<file path="src/rtl/hio_bar_pkg.sv">
// Package: hio_bar_pkg
// Shared field layout of one base address entry word and the decoded entry type.
// Assumes a 16-bit host I/O address and an 8-bit mask covering the low address byte.
package hio_bar_pkg;

    localparam int HBASE_W     = 16;
    localparam int MASK_W      = 8;
    localparam int FRAME_W     = 6;
    localparam int FRAME_SHIFT = 10;
    localparam int PADDR_W     = FRAME_W + FRAME_SHIFT;
    localparam int WORD_W      = 32;
    localparam int LANES       = WORD_W / 8;

    // bit positions inside the written entry word
    localparam int MASK_LSB    = 0;
    localparam int FRAME_LSB   = 8;
    localparam int VALID_BIT   = 15;
    localparam int BASE_LSB    = 16;

    typedef struct packed {
        logic [HBASE_W-1:0] base;
        logic               valid;
        logic [FRAME_W-1:0] frame;
        logic [MASK_W-1:0]  mask;
    } bar_entry_t;

endpackage

</file>
<file path="src/rtl/hio_bar_entry.sv">
// Module: hio_bar_entry
// One base address entry register. Byte lanes of the write word update their fields.
// With SHADOWED set, the base low byte goes through a shadow and the base is
// committed whole on a high-byte write. Assumes wr_sel is one cycle per write.
module hio_bar_entry
    import hio_bar_pkg::*;
#(
    parameter bit SHADOWED = 1'b0
) (
    input  logic              clk,
    input  logic              rst_n,
    input  logic              wr_lock,
    input  logic              wr_sel,
    input  logic [LANES-1:0]  wr_be,
    input  logic [WORD_W-1:0] wr_data,
    output bar_entry_t        entry_o
);

    bar_entry_t        entry_q;
    logic [7:0]        shadow_q;
    logic [7:0]        shadow_next;
    logic              wr_ok;

    assign wr_ok = wr_sel && !wr_lock;

    // shadow value after this cycle's write, used by a same-cycle commit
    always_comb begin
        shadow_next = shadow_q;
        if (wr_ok && wr_be[2]) begin
            shadow_next = wr_data[BASE_LSB +: 8];
        end
    end

    generate
        if (SHADOWED) begin : g_shadow
            // shadow byte register for the base low byte
            always_ff @(posedge clk) begin
                if (!rst_n) begin
                    shadow_q <= '0;
                end else begin
                    shadow_q <= shadow_next;
                end
            end

            p_lowbyte_shadow_only_r7: assert property (@(posedge clk) disable iff (!rst_n)
                (rst_n && wr_sel && !wr_lock && wr_be[2] && !wr_be[3]) |=> $stable(entry_q.base));

            p_commit_high_r8: assert property (@(posedge clk) disable iff (!rst_n)
                (rst_n && wr_sel && !wr_lock && wr_be[3]) |=> (entry_q.base[15:8] == $past(wr_data[31:24])));

            p_shadow_locked_r10: assert property (@(posedge clk) disable iff (!rst_n)
                (rst_n && wr_lock) |=> $stable(shadow_q));
        end else begin : g_noshadow
            assign shadow_q = '0;
        end
    endgenerate

    // entry field update from the enabled byte lanes
    always_ff @(posedge clk) begin
        if (!rst_n) begin
            entry_q <= '0;
        end else if (wr_ok) begin
            if (wr_be[0]) begin
                entry_q.mask <= wr_data[MASK_LSB +: MASK_W];
            end
            if (wr_be[1]) begin
                entry_q.frame <= wr_data[FRAME_LSB +: FRAME_W];
                entry_q.valid <= wr_data[VALID_BIT];
            end
            if (SHADOWED) begin
                if (wr_be[3]) begin
                    entry_q.base <= {wr_data[BASE_LSB+8 +: 8], shadow_next};
                end
            end else begin
                if (wr_be[2]) begin
                    entry_q.base[7:0] <= wr_data[BASE_LSB +: 8];
                end
                if (wr_be[3]) begin
                    entry_q.base[15:8] <= wr_data[BASE_LSB+8 +: 8];
                end
            end
        end
    end

    assign entry_o = entry_q;

    p_lock_freeze_r10: assert property (@(posedge clk) disable iff (!rst_n)
        (rst_n && wr_lock) |=> $stable(entry_q));

    p_unselected_hold_r9: assert property (@(posedge clk) disable iff (!rst_n)
        (rst_n && !wr_sel) |=> $stable(entry_q));

endmodule

</file>
<file path="src/rtl/hio_bar_match.sv">
// Module: hio_bar_match
// Combinational compare of one host address against one entry, plus the
// translated peripheral address. Assumes the mask covers only the low address byte.
module hio_bar_match
    import hio_bar_pkg::*;
#(
    parameter logic [63:0] FRAME_PRESENT = 64'h0000_0000_0000_FFFF
) (
    input  bar_entry_t          entry_i,
    input  logic [HBASE_W-1:0]  addr_i,
    output logic                match_o,
    output logic [PADDR_W-1:0]  paddr_o
);

    logic [HBASE_W-1:0] care;
    logic [HBASE_W-1:0] diff;
    logic               present;

    // address bits that take part in the compare
    always_comb begin
        care = {{(HBASE_W-MASK_W){1'b1}}, ~entry_i.mask};
        diff = (addr_i ^ entry_i.base) & care;
    end

    assign present = FRAME_PRESENT[entry_i.frame];
    assign match_o = entry_i.valid && present && (diff == '0);

    // frame base plus the masked-out offset bits
    always_comb begin
        paddr_o = {entry_i.frame, {FRAME_SHIFT{1'b0}}}
                | PADDR_W'(addr_i[MASK_W-1:0] & entry_i.mask);
    end

endmodule

</file>
<file path="src/rtl/hio_bar_prio.sv">
// Module: hio_bar_prio
// Fixed-priority pick of the lowest-numbered set request.
// Assumes N >= 2.
module hio_bar_prio #(
    parameter int N     = 4,
    parameter int IDX_W = $clog2(N)
) (
    input  logic [N-1:0]     req_i,
    output logic             grant_valid_o,
    output logic [IDX_W-1:0] grant_idx_o
);

    // scan from the top so the lowest set index wins
    always_comb begin
        grant_valid_o = 1'b0;
        grant_idx_o   = '0;
        for (int i = N - 1; i >= 0; i--) begin
            if (req_i[i]) begin
                grant_valid_o = 1'b1;
                grant_idx_o   = IDX_W'(i);
            end
        end
    end

    // checks on the chosen request
    always_comb begin
        if (grant_valid_o) begin
            p_grant_is_req_r5: assert (req_i[grant_idx_o]);
            p_grant_lowest_r5: assert ((req_i & ((N'(1) << grant_idx_o) - N'(1))) == '0);
        end else begin
            p_grant_none_r5: assert (req_i == '0);
        end
    end

endmodule

</file>
<file path="src/rtl/hio_bar_decoder.sv">
// Module: hio_bar_decoder
// Bank of host I/O base address entries with a registered decode result.
// Entry 0 is shadowed and sits in the system reset domain. The other entries
// sit in the I/O-subsystem reset domain. Assumes both resets are synchronous
// to clk.
module hio_bar_decoder
    import hio_bar_pkg::*;
#(
    parameter int          NUM_ENTRIES   = 4,
    parameter logic [63:0] FRAME_PRESENT = 64'h0000_0000_0000_FFFF,
    localparam int         IDX_W         = $clog2(NUM_ENTRIES)
) (
    input  logic               clk,
    input  logic               sys_rst_n,
    input  logic               sio_rst_n,
    input  logic               wr_lock,
    input  logic               wr_en,
    input  logic [IDX_W-1:0]   wr_idx,
    input  logic [LANES-1:0]   wr_be,
    input  logic [WORD_W-1:0]  wr_data,
    input  logic               dec_valid,
    input  logic [HBASE_W-1:0] dec_addr,
    output logic               hit_o,
    output logic [IDX_W-1:0]   hit_idx_o,
    output logic [PADDR_W-1:0] paddr_o
);

    bar_entry_t         entries [NUM_ENTRIES];
    logic [NUM_ENTRIES-1:0] match;
    logic [PADDR_W-1:0] paddr_arr [NUM_ENTRIES];
    logic               any_hit;
    logic [IDX_W-1:0]   win_idx;

    generate
        for (genvar g = 0; g < NUM_ENTRIES; g++) begin : g_entry
            logic sel;
            logic rst_n_g;
            assign sel     = wr_en && (wr_idx == IDX_W'(g));
            assign rst_n_g = (g == 0) ? sys_rst_n : sio_rst_n;

            hio_bar_entry #(
                .SHADOWED (g == 0)
            ) i_entry (
                .clk     (clk),
                .rst_n   (rst_n_g),
                .wr_lock (wr_lock),
                .wr_sel  (sel),
                .wr_be   (wr_be),
                .wr_data (wr_data),
                .entry_o (entries[g])
            );

            hio_bar_match #(
                .FRAME_PRESENT (FRAME_PRESENT)
            ) i_match (
                .entry_i (entries[g]),
                .addr_i  (dec_addr),
                .match_o (match[g]),
                .paddr_o (paddr_arr[g])
            );
        end
    endgenerate

    hio_bar_prio #(
        .N     (NUM_ENTRIES),
        .IDX_W (IDX_W)
    ) i_prio (
        .req_i         (match),
        .grant_valid_o (any_hit),
        .grant_idx_o   (win_idx)
    );

    // register the decode result one clock after the strobe
    always_ff @(posedge clk) begin
        if (!sys_rst_n) begin
            hit_o     <= 1'b0;
            hit_idx_o <= '0;
            paddr_o   <= '0;
        end else if (dec_valid && any_hit) begin
            hit_o     <= 1'b1;
            hit_idx_o <= win_idx;
            paddr_o   <= paddr_arr[win_idx];
        end else begin
            hit_o     <= 1'b0;
            hit_idx_o <= '0;
            paddr_o   <= '0;
        end
    end

    p_reset_clear_r1: assert property (@(posedge clk)
        !sys_rst_n |=> (!hit_o && paddr_o == '0));

    p_idle_no_hit_r4: assert property (@(posedge clk) disable iff (!sys_rst_n)
        (sys_rst_n && !dec_valid) |=> !hit_o);

    p_present_frame_r6: assert property (@(posedge clk) disable iff (!sys_rst_n)
        hit_o |-> FRAME_PRESENT[paddr_o[PADDR_W-1:FRAME_SHIFT]]);

    p_offset_width_r3: assert property (@(posedge clk) disable iff (!sys_rst_n)
        hit_o |-> (paddr_o[FRAME_SHIFT-1:MASK_W] == '0));

    p_miss_zero_r4: assert property (@(posedge clk) disable iff (!sys_rst_n)
        !hit_o |-> (paddr_o == '0 && hit_idx_o == '0));

endmodule

</file>
<file path="config.mk">
export PLATFORM = sky130hd
export DESIGN_NAME = hio_bar_decoder
export DESIGN_NICKNAME = d
export VERILOG_FILES = /design/src/rtl/hio_bar_pkg.sv /design/src/rtl/hio_bar_entry.sv /design/src/rtl/hio_bar_match.sv /design/src/rtl/hio_bar_prio.sv /design/src/rtl/hio_bar_decoder.sv
export SDC_FILE = /design/constraint.sdc
export NUM_CORES = 1
export LEC_CHECK = 0
export ABC_CLOCK_PERIOD_IN_PS = 5500
export BUFFER_PORTS_ARGS = -buffer_cell sky130_fd_sc_hd__buf_2
export CORE_MARGIN = 10
export CORE_UTILIZATION = 38
export CTS_CLUSTER_SIZE = 30
export DETAILED_ROUTE_END_ITERATION = 10
export MAX_ROUTING_LAYER = met4
export PLACE_DENSITY = 0.59
export SKIP_CTS_REPAIR_TIMING = 1
export SLEW_MARGIN = 40
export SYNTH_ARGS = -nofsm -noshare
export SYNTH_HDL_FRONTEND = slang
export SYNTH_HIERARCHICAL = 1
export SYNTH_SLANG_ARGS = --single-unit
</file>
<file path="constraint.sdc">
create_clock -name clk -period 5.5 [get_ports clk]
set_input_delay 0.825 -clock clk [delete_from_list [all_inputs] [get_ports clk]]
set_output_delay 0.825 -clock clk [all_outputs]
set_load 0.05 [all_outputs]
</file>
---- Word-level counts from Yosys, hierarchy flattened ----
Memories as Yosys holds them, arrays and structs flattened. A register that Yosys moved wholly into a read port is not among the register bits.
Cells that the tools add are included.
word-level totals
  register bits after elaboration ......... 151
  memory bits (read-only) ................. 256
  input bits .............................. 60
  output and inout bits ................... 19
  logic and storage cells ................. 121
  memories ................................ 4
memory list
  memory            words  bits a word  read ports  clocked after memory_dff  wr ports  RTL line             text
  (name not given)  64     1            1           1                         0         hio_bar_match.sv:25  assign present = FRAME_PRESENT[entry_i.frame];
  (name not given)  64     1            1           1                         0         hio_bar_match.sv:25
  (name not given)  64     1            1           1                         0         hio_bar_match.sv:25
  (name not given)  64     1            1           1                         0         hio_bar_match.sv:25
operators by class
  $lt $le $gt $ge ......................... 5
  equal/unequal tests ..................... 3
  mux-type cells .......................... 25
  bitwise gates (word level) .............. 21
  reduce and logical (&&, ||, !) cells .... 40
operator list
  cell                  number
  $and A16 B16 Y16      4
  $logic_not A16 Y1     4
  $or A16 B16 Y16       4
  $xor A16 B16 Y16      4
  $mux W6               8
  $and A8 B8 Y8         4
  $bmux W16 S2          1
  $mux W16              2
  $not A8 Y8            4
  $reduce_and A2 Y1     16
  $lt A6 B7 Y1 const B  4
  $logic_and A1 B1 Y1   18
  $mux W1               9
  $mux W2               4
  $mux W8               1
  $eq A2 B2 Y1 const B  2
  $ge A3 B3 Y1 const B  1
  $not A2 Y3            1
  $eq A2 B1 Y1 const B  1
  $logic_not A2 Y1      1
  $logic_not A1 Y1      1

---- Depth between registers and ports, before layout ----
  word-level depth ........................ 12
  mapped depth ............................ 10
  depth with buffers taken out ............ 8

---- By module ----
The synthesis kept the hierarchy.
by module, submodules not included
  module                                  times used  cells an instance  area an instance (um^2)  sequential area each (um^2)
  hio_bar_entry (g_entry[1].i_entry ...)  3           139                1,281.2                  620.6
  hio_bar_entry (g_entry[0].i_entry)      1           178                1,610.3                  780.7
  hio_bar_match                           4           43                 320.3                    0.0
  hio_bar_decoder                         1           83                 937.1                    380.4
  hio_bar_prio                            1           7                  35.0                     0.0

---- Worst setup path before layout ----
No wires, ideal clock.
  kind .................................... input to register
  start ................................... input port dec_addr[4]
  end ..................................... register paddr_o[0]
  arrival ................................. 2,511 ps
  data required time ...................... 5,377 ps
  path slack .............................. 2,865 ps
  stages .................................. 10
  path buffers ............................ 2
  path through ............................ xnor2_1 > o22ai_1 > or4_1 > nor3_2 > nor2_1 > nor3_1 > buf_4 > buf_4 > mux2i_1 > o22ai_1
between the ends
  cells in the longest elaborated chain, start to end .. 12
RTL lines
  element                                      RTL line               text
  start: declaration                           hio_bar_decoder.sv:22  input logic [HBASE_W-1:0] dec_addr,
  $xor A16 B16 Y16                             hio_bar_match.sv:22    diff = (addr_i ^ entry_i.base) & care;
  $and A16 B16 Y16                             hio_bar_match.sv:22
  $logic_not A16 Y1                            hio_bar_match.sv:26    assign match_o = entry_i.valid && present && (diff == '0);
  $logic_and A1 B1 Y1                          hio_bar_match.sv:26
  net match[3]                                 hio_bar_decoder.sv:29  logic [NUM_ENTRIES-1:0] match;
  $mux W2 (4 in a row)                         hio_bar_prio.sv:18     if (req_i[i]) begin
  net win_idx[1]                               hio_bar_decoder.sv:32  logic [IDX_W-1:0] win_idx;
  $not A2 Y3 (not written as such)             hio_bar_decoder.sv:82  paddr_o <= paddr_arr[win_idx];
  $bmux W16 S2                                 hio_bar_decoder.sv:82
  $mux W16 (not written as such) (2 in a row)  hio_bar_decoder.sv:82
  end signal: assignment                       hio_bar_decoder.sv:82
  end: declaration                             hio_bar_decoder.sv:25  output logic [PADDR_W-1:0] paddr_o
The timed path passes the listed nets, and every way through them passes these cells. The select of a mux whose other input is x is not followed.
A chain may end at the register's enable or synchronous reset.

---- Worst setup path in the final report ----
  start ................................... input port dec_addr[4]
  end ..................................... register paddr_o[15]
RTL lines
  element                             RTL line               text
  $xor A16 B16 Y16                    hio_bar_match.sv:22
  $and A16 B16 Y16                    hio_bar_match.sv:22
  $logic_not A16 Y1                   hio_bar_match.sv:26
  $logic_and A1 B1 Y1                 hio_bar_match.sv:26
  net match[0]                        hio_bar_decoder.sv:29
  $mux W1                             hio_bar_prio.sv:18
  net any_hit                         hio_bar_decoder.sv:31  logic any_hit;
  $logic_and A1 B1 Y1                 hio_bar_decoder.sv:79  end else if (dec_valid && any_hit) begin
  $reduce_and A2 Y1 (no source line)  -
The timed path passes the listed nets, and every way through them passes these cells. The select of a mux whose other input is x is not followed.

==> reports/summary.md <==
For this design the static power due to leakage is 3.14 nW. In the final routed layout, each cell accounts on average for 15.4 um. The tools report the met2 wirelength from detailed routing as 7.88 mm. Summing all flip-flop and latch instances after layout gives 0.00302 mm^2. Averaged over all synthesized cells, the footprint is 8.99 um^2. The layout has 2006 filler cells. The synthesized netlist occupies a cell area of 0.00771 mm^2.

Area of the multi-input gates: 0.00402 mm^2. The wire length of the first global-routing pass came out at 29.2 mm. The cell type with the highest aggregate area in the netlist is dfxtp_1. The most critical setup path has its endpoint at paddr_o[15]. The run gives 5331 as the via count of the first global-routing pass. The ratio of cells with drive above 1 in the final layout was 0.152. The H-tree was split into 4 levels.

For this run, the number of Yosys warnings is 6. Across all hold checks on the routed design, the worst slack comes to 0.456 ns. Yosys attributes the largest share of cell area to dfxtp_1, mux2i_1, nand2_1, xnor2_1, buf_4. The logs give 9 for the initial antenna violation count and 1124 for the total instance count after detailed placement. The relative area change from synthesis to final layout was 9.12%; the number of buffers added on ports was 77.

For the final database, setup skew stands at 0.0101 ns. The post-detailed-route via-to-cell ratio was 4.77. The tools report the relative slew slack as 0.460. The later pin in the worst-skew pair is clocked with a latency of 0.42 ns. Setup violations remaining at the end of the flow were counted as 0. After synthesis the netlist holds a flip-flop and latch count of 151. The final RePlAce weighted congestion was 0.854. The worst hold path belongs to the class flip-flop to flip-flop. In this run the worst setup path begins at dec_addr[4]. The longest clock path from root to sink contains 2 buffers. The cell chosen for the clock root was clkbuf_16. The arrival time reported for the critical path endpoint was 3.27 ns; the proportion of netlist area held by the largest area contributor was 0.392. The die is 162 um wide.

The area of the core is 0.0201 mm^2. Power spread over the standard cell area amounts to 288 mW/mm^2. The critical path is of the input port to flip-flop type. The slew at the pin with the worst max-slew slack was 0.810 ns.

Once layout is complete, the cells apart from fillers number 1165. After detailed routing, the met3 layer carries 1.09 mm of wire. The number of clock buffers inserted by TritonCTS was 17. The synthesized netlist contains 37 unique library cells.

The most frequent standard cell in the layout excluding fill and tap cells is nand2_1. For the count of final hold-check violations, the log shows 0. The maximum number of pins on one net before global-route repair was 79; the required time of the critical path was 5.81 ns.

The setup check on the worst reg-to-reg path leaves a slack of 2.77 ns. TritonCTS built the clock tree. For this block, the initial DRC count from the detailed router was 350. After layout, the worst setup slack is 2.54 ns.

Before antenna repair, the detailed router went through 5 iterations. The run gives 338 MHz as the upper clock frequency limit. The tools report the launching element type of the critical path as an input port.

79 I/O pins were placed. For this block, the via count after detailed routing is 5561. For this run the aggregate overflow at the end of global routing stands at 0. For the count of clock tree sinks, the log shows 151. The final cycle utilization of the critical path was 0.537; the initial standard-cell utilization of the core was 0.383. The tools report the critical register-to-register path startpoint as g_entry[3].i_entry/entry_o[24]. In this run the worst path has a maximum fanout of 17.

The final sum of negative setup slack was 0 ns. For the final-report max-slew violation count, the log shows 0. The die covers 0.0264 mm^2.

The count of nets after finishing was 933. Setup repair after global routing left no endpoint under its margin. Path depth of the worst reg2reg path: 8.

In this run the critical register-to-register path is captured at paddr_o[15]. Summed over all layers, the routed wires come to 18.0 mm. In the final routing, the length of wire on met1 measures 8.85 mm. The worst-case setup slack after placement was 2.10 ns; the clock-pin slew reported for the worst setup and hold paths after clock tree synthesis was 0.06 ns. STA classifies the critical path endpoint as a flip-flop. The highest layer touched by signal routing is met4. Across the VDD grid, the largest voltage drop is 0.218 mV. Row generation in the floorplan step produced 52 rows. The tool flagged a number of max-cap violations equal to 0.

The sequential fraction of the synthesis area was 0.392; the placed wire-length estimate was 12.9 mm. The total routing resource utilization after global routing was 0.143; the cell count after synthesis was 857. For the finished layout, the period the worst path requires is 2.96 ns. The number of remaining DRC errors came out at 0. The die is 162 um tall.

The run finished with clean final reports. The detail route stage leaves a number of antenna-violating nets equal to 0. In the layout the commonest cells are nand2_1, dfxtp_1, mux2i_1.
flip-flops by register name (all words and copies together), names as in the netlist:
name / count
hit_o: 1
g_entry.i_entry/entry_o: 124
paddr_o: 16
hit_idx_o: 2
g_entry.i_entry/shadow_q: 8
final cells by class:
class	instances	share of cell area
timing repair buffer	82	0.0506
antenna	9	0.00268
tap	270	0.0402
clock buffer	20	0.0531
clock inverter	12	0.0153
inverter	2	0.000893
multi-input combinational	619	0.478
sequential	151	0.359
cell usage after synthesis, drive strengths merged:
master / n
and3: 2
o211a: 8
o22ai: 28
nand2: 227
nor3b: 1
nor2: 11
o21ai: 31
nand3: 31
xor2: 16
dfxtp: 151
nor4: 4
conb: 4
o2111ai: 4
nand4: 5
or4: 4
and2: 33
inv: 2
buf: 83
nand4b: 1
and3b: 17
nand2b: 1
mux2i: 133
a21oi: 1
xnor2: 48
nor3: 5
clkbuf: 6
metal layers:
metal | vias up | track usage
met4 | 0 | 0.0434
met1 | 2556 | 0.185
met2 | 105 | 0.205
met5 | - | -
li1 | 2891 | -
met3 | 9 | 0.0506
report_power, final:
| group | leakage (nW) | switching, W | internal [W] |
|---|---|---|---|
| clock network | 0.276 | 0.000461 | 0.000678 |
| logic | 1.65 | 0.000102 | 0.0000634 |
| registers | 1.22 | 0.00000938 | 0.00111 |
| total | 3.14 | 0.000572 | 0.00185 |
critical path, stage by stage:
cell and delay (ns):
buf_2 0.19, xnor2_1 0.13, o22ai_1 0.10, or4_1 0.61, nor3_2 0.26, nor2_1 0.09, nand2_1 0.16, nand4_2 0.51
o22ai_1 0.38
metrics by stage:
step	utilization	cell area [um^2]	total power, W
5_1_grt	0.418	8410	0.00252
3_5_place_dp	0.389	7810	0.00131
2_1_floorplan	-	7720	0.00125
6_report	0.418	8410	0.00242
3_3_place_gp	0.389	7810	0.00130
4_1_cts	0.417	8390	0.00245
how the worst min path moves through the flow:
stage                              startpoint                             end  slack [ns]  cells past startpoint
3_3_place_gp   g_entry[2].i_entry/entry_o[10]  g_entry[2].i_entry/entry_o[10]        0.44                      2
4_1_cts        g_entry[0].i_entry/shadow_q[1]  g_entry[0].i_entry/shadow_q[1]        0.46                      2
6_report       g_entry[0].i_entry/shadow_q[1]  g_entry[0].i_entry/shadow_q[1]        0.46                      2
5_1_grt        g_entry[0].i_entry/shadow_q[0]  g_entry[0].i_entry/shadow_q[0]        0.47                      2
2_1_floorplan  g_entry[1].i_entry/entry_o[14]  g_entry[1].i_entry/entry_o[14]        0.44                      2
3_5_place_dp   g_entry[0].i_entry/shadow_q[1]  g_entry[0].i_entry/shadow_q[1]        0.45                      2
logic make-up after synthesis:
group                  synth area share
AND/OR/NAND/NOR                   0.208
other                           0.00195
XOR/XNOR                         0.0727
buffers and inverters            0.0891
AO/OA/AOI/OAI                    0.0628
multiplexers                      0.173
flip-flops                        0.392
(Power assumes the default switching activity.)
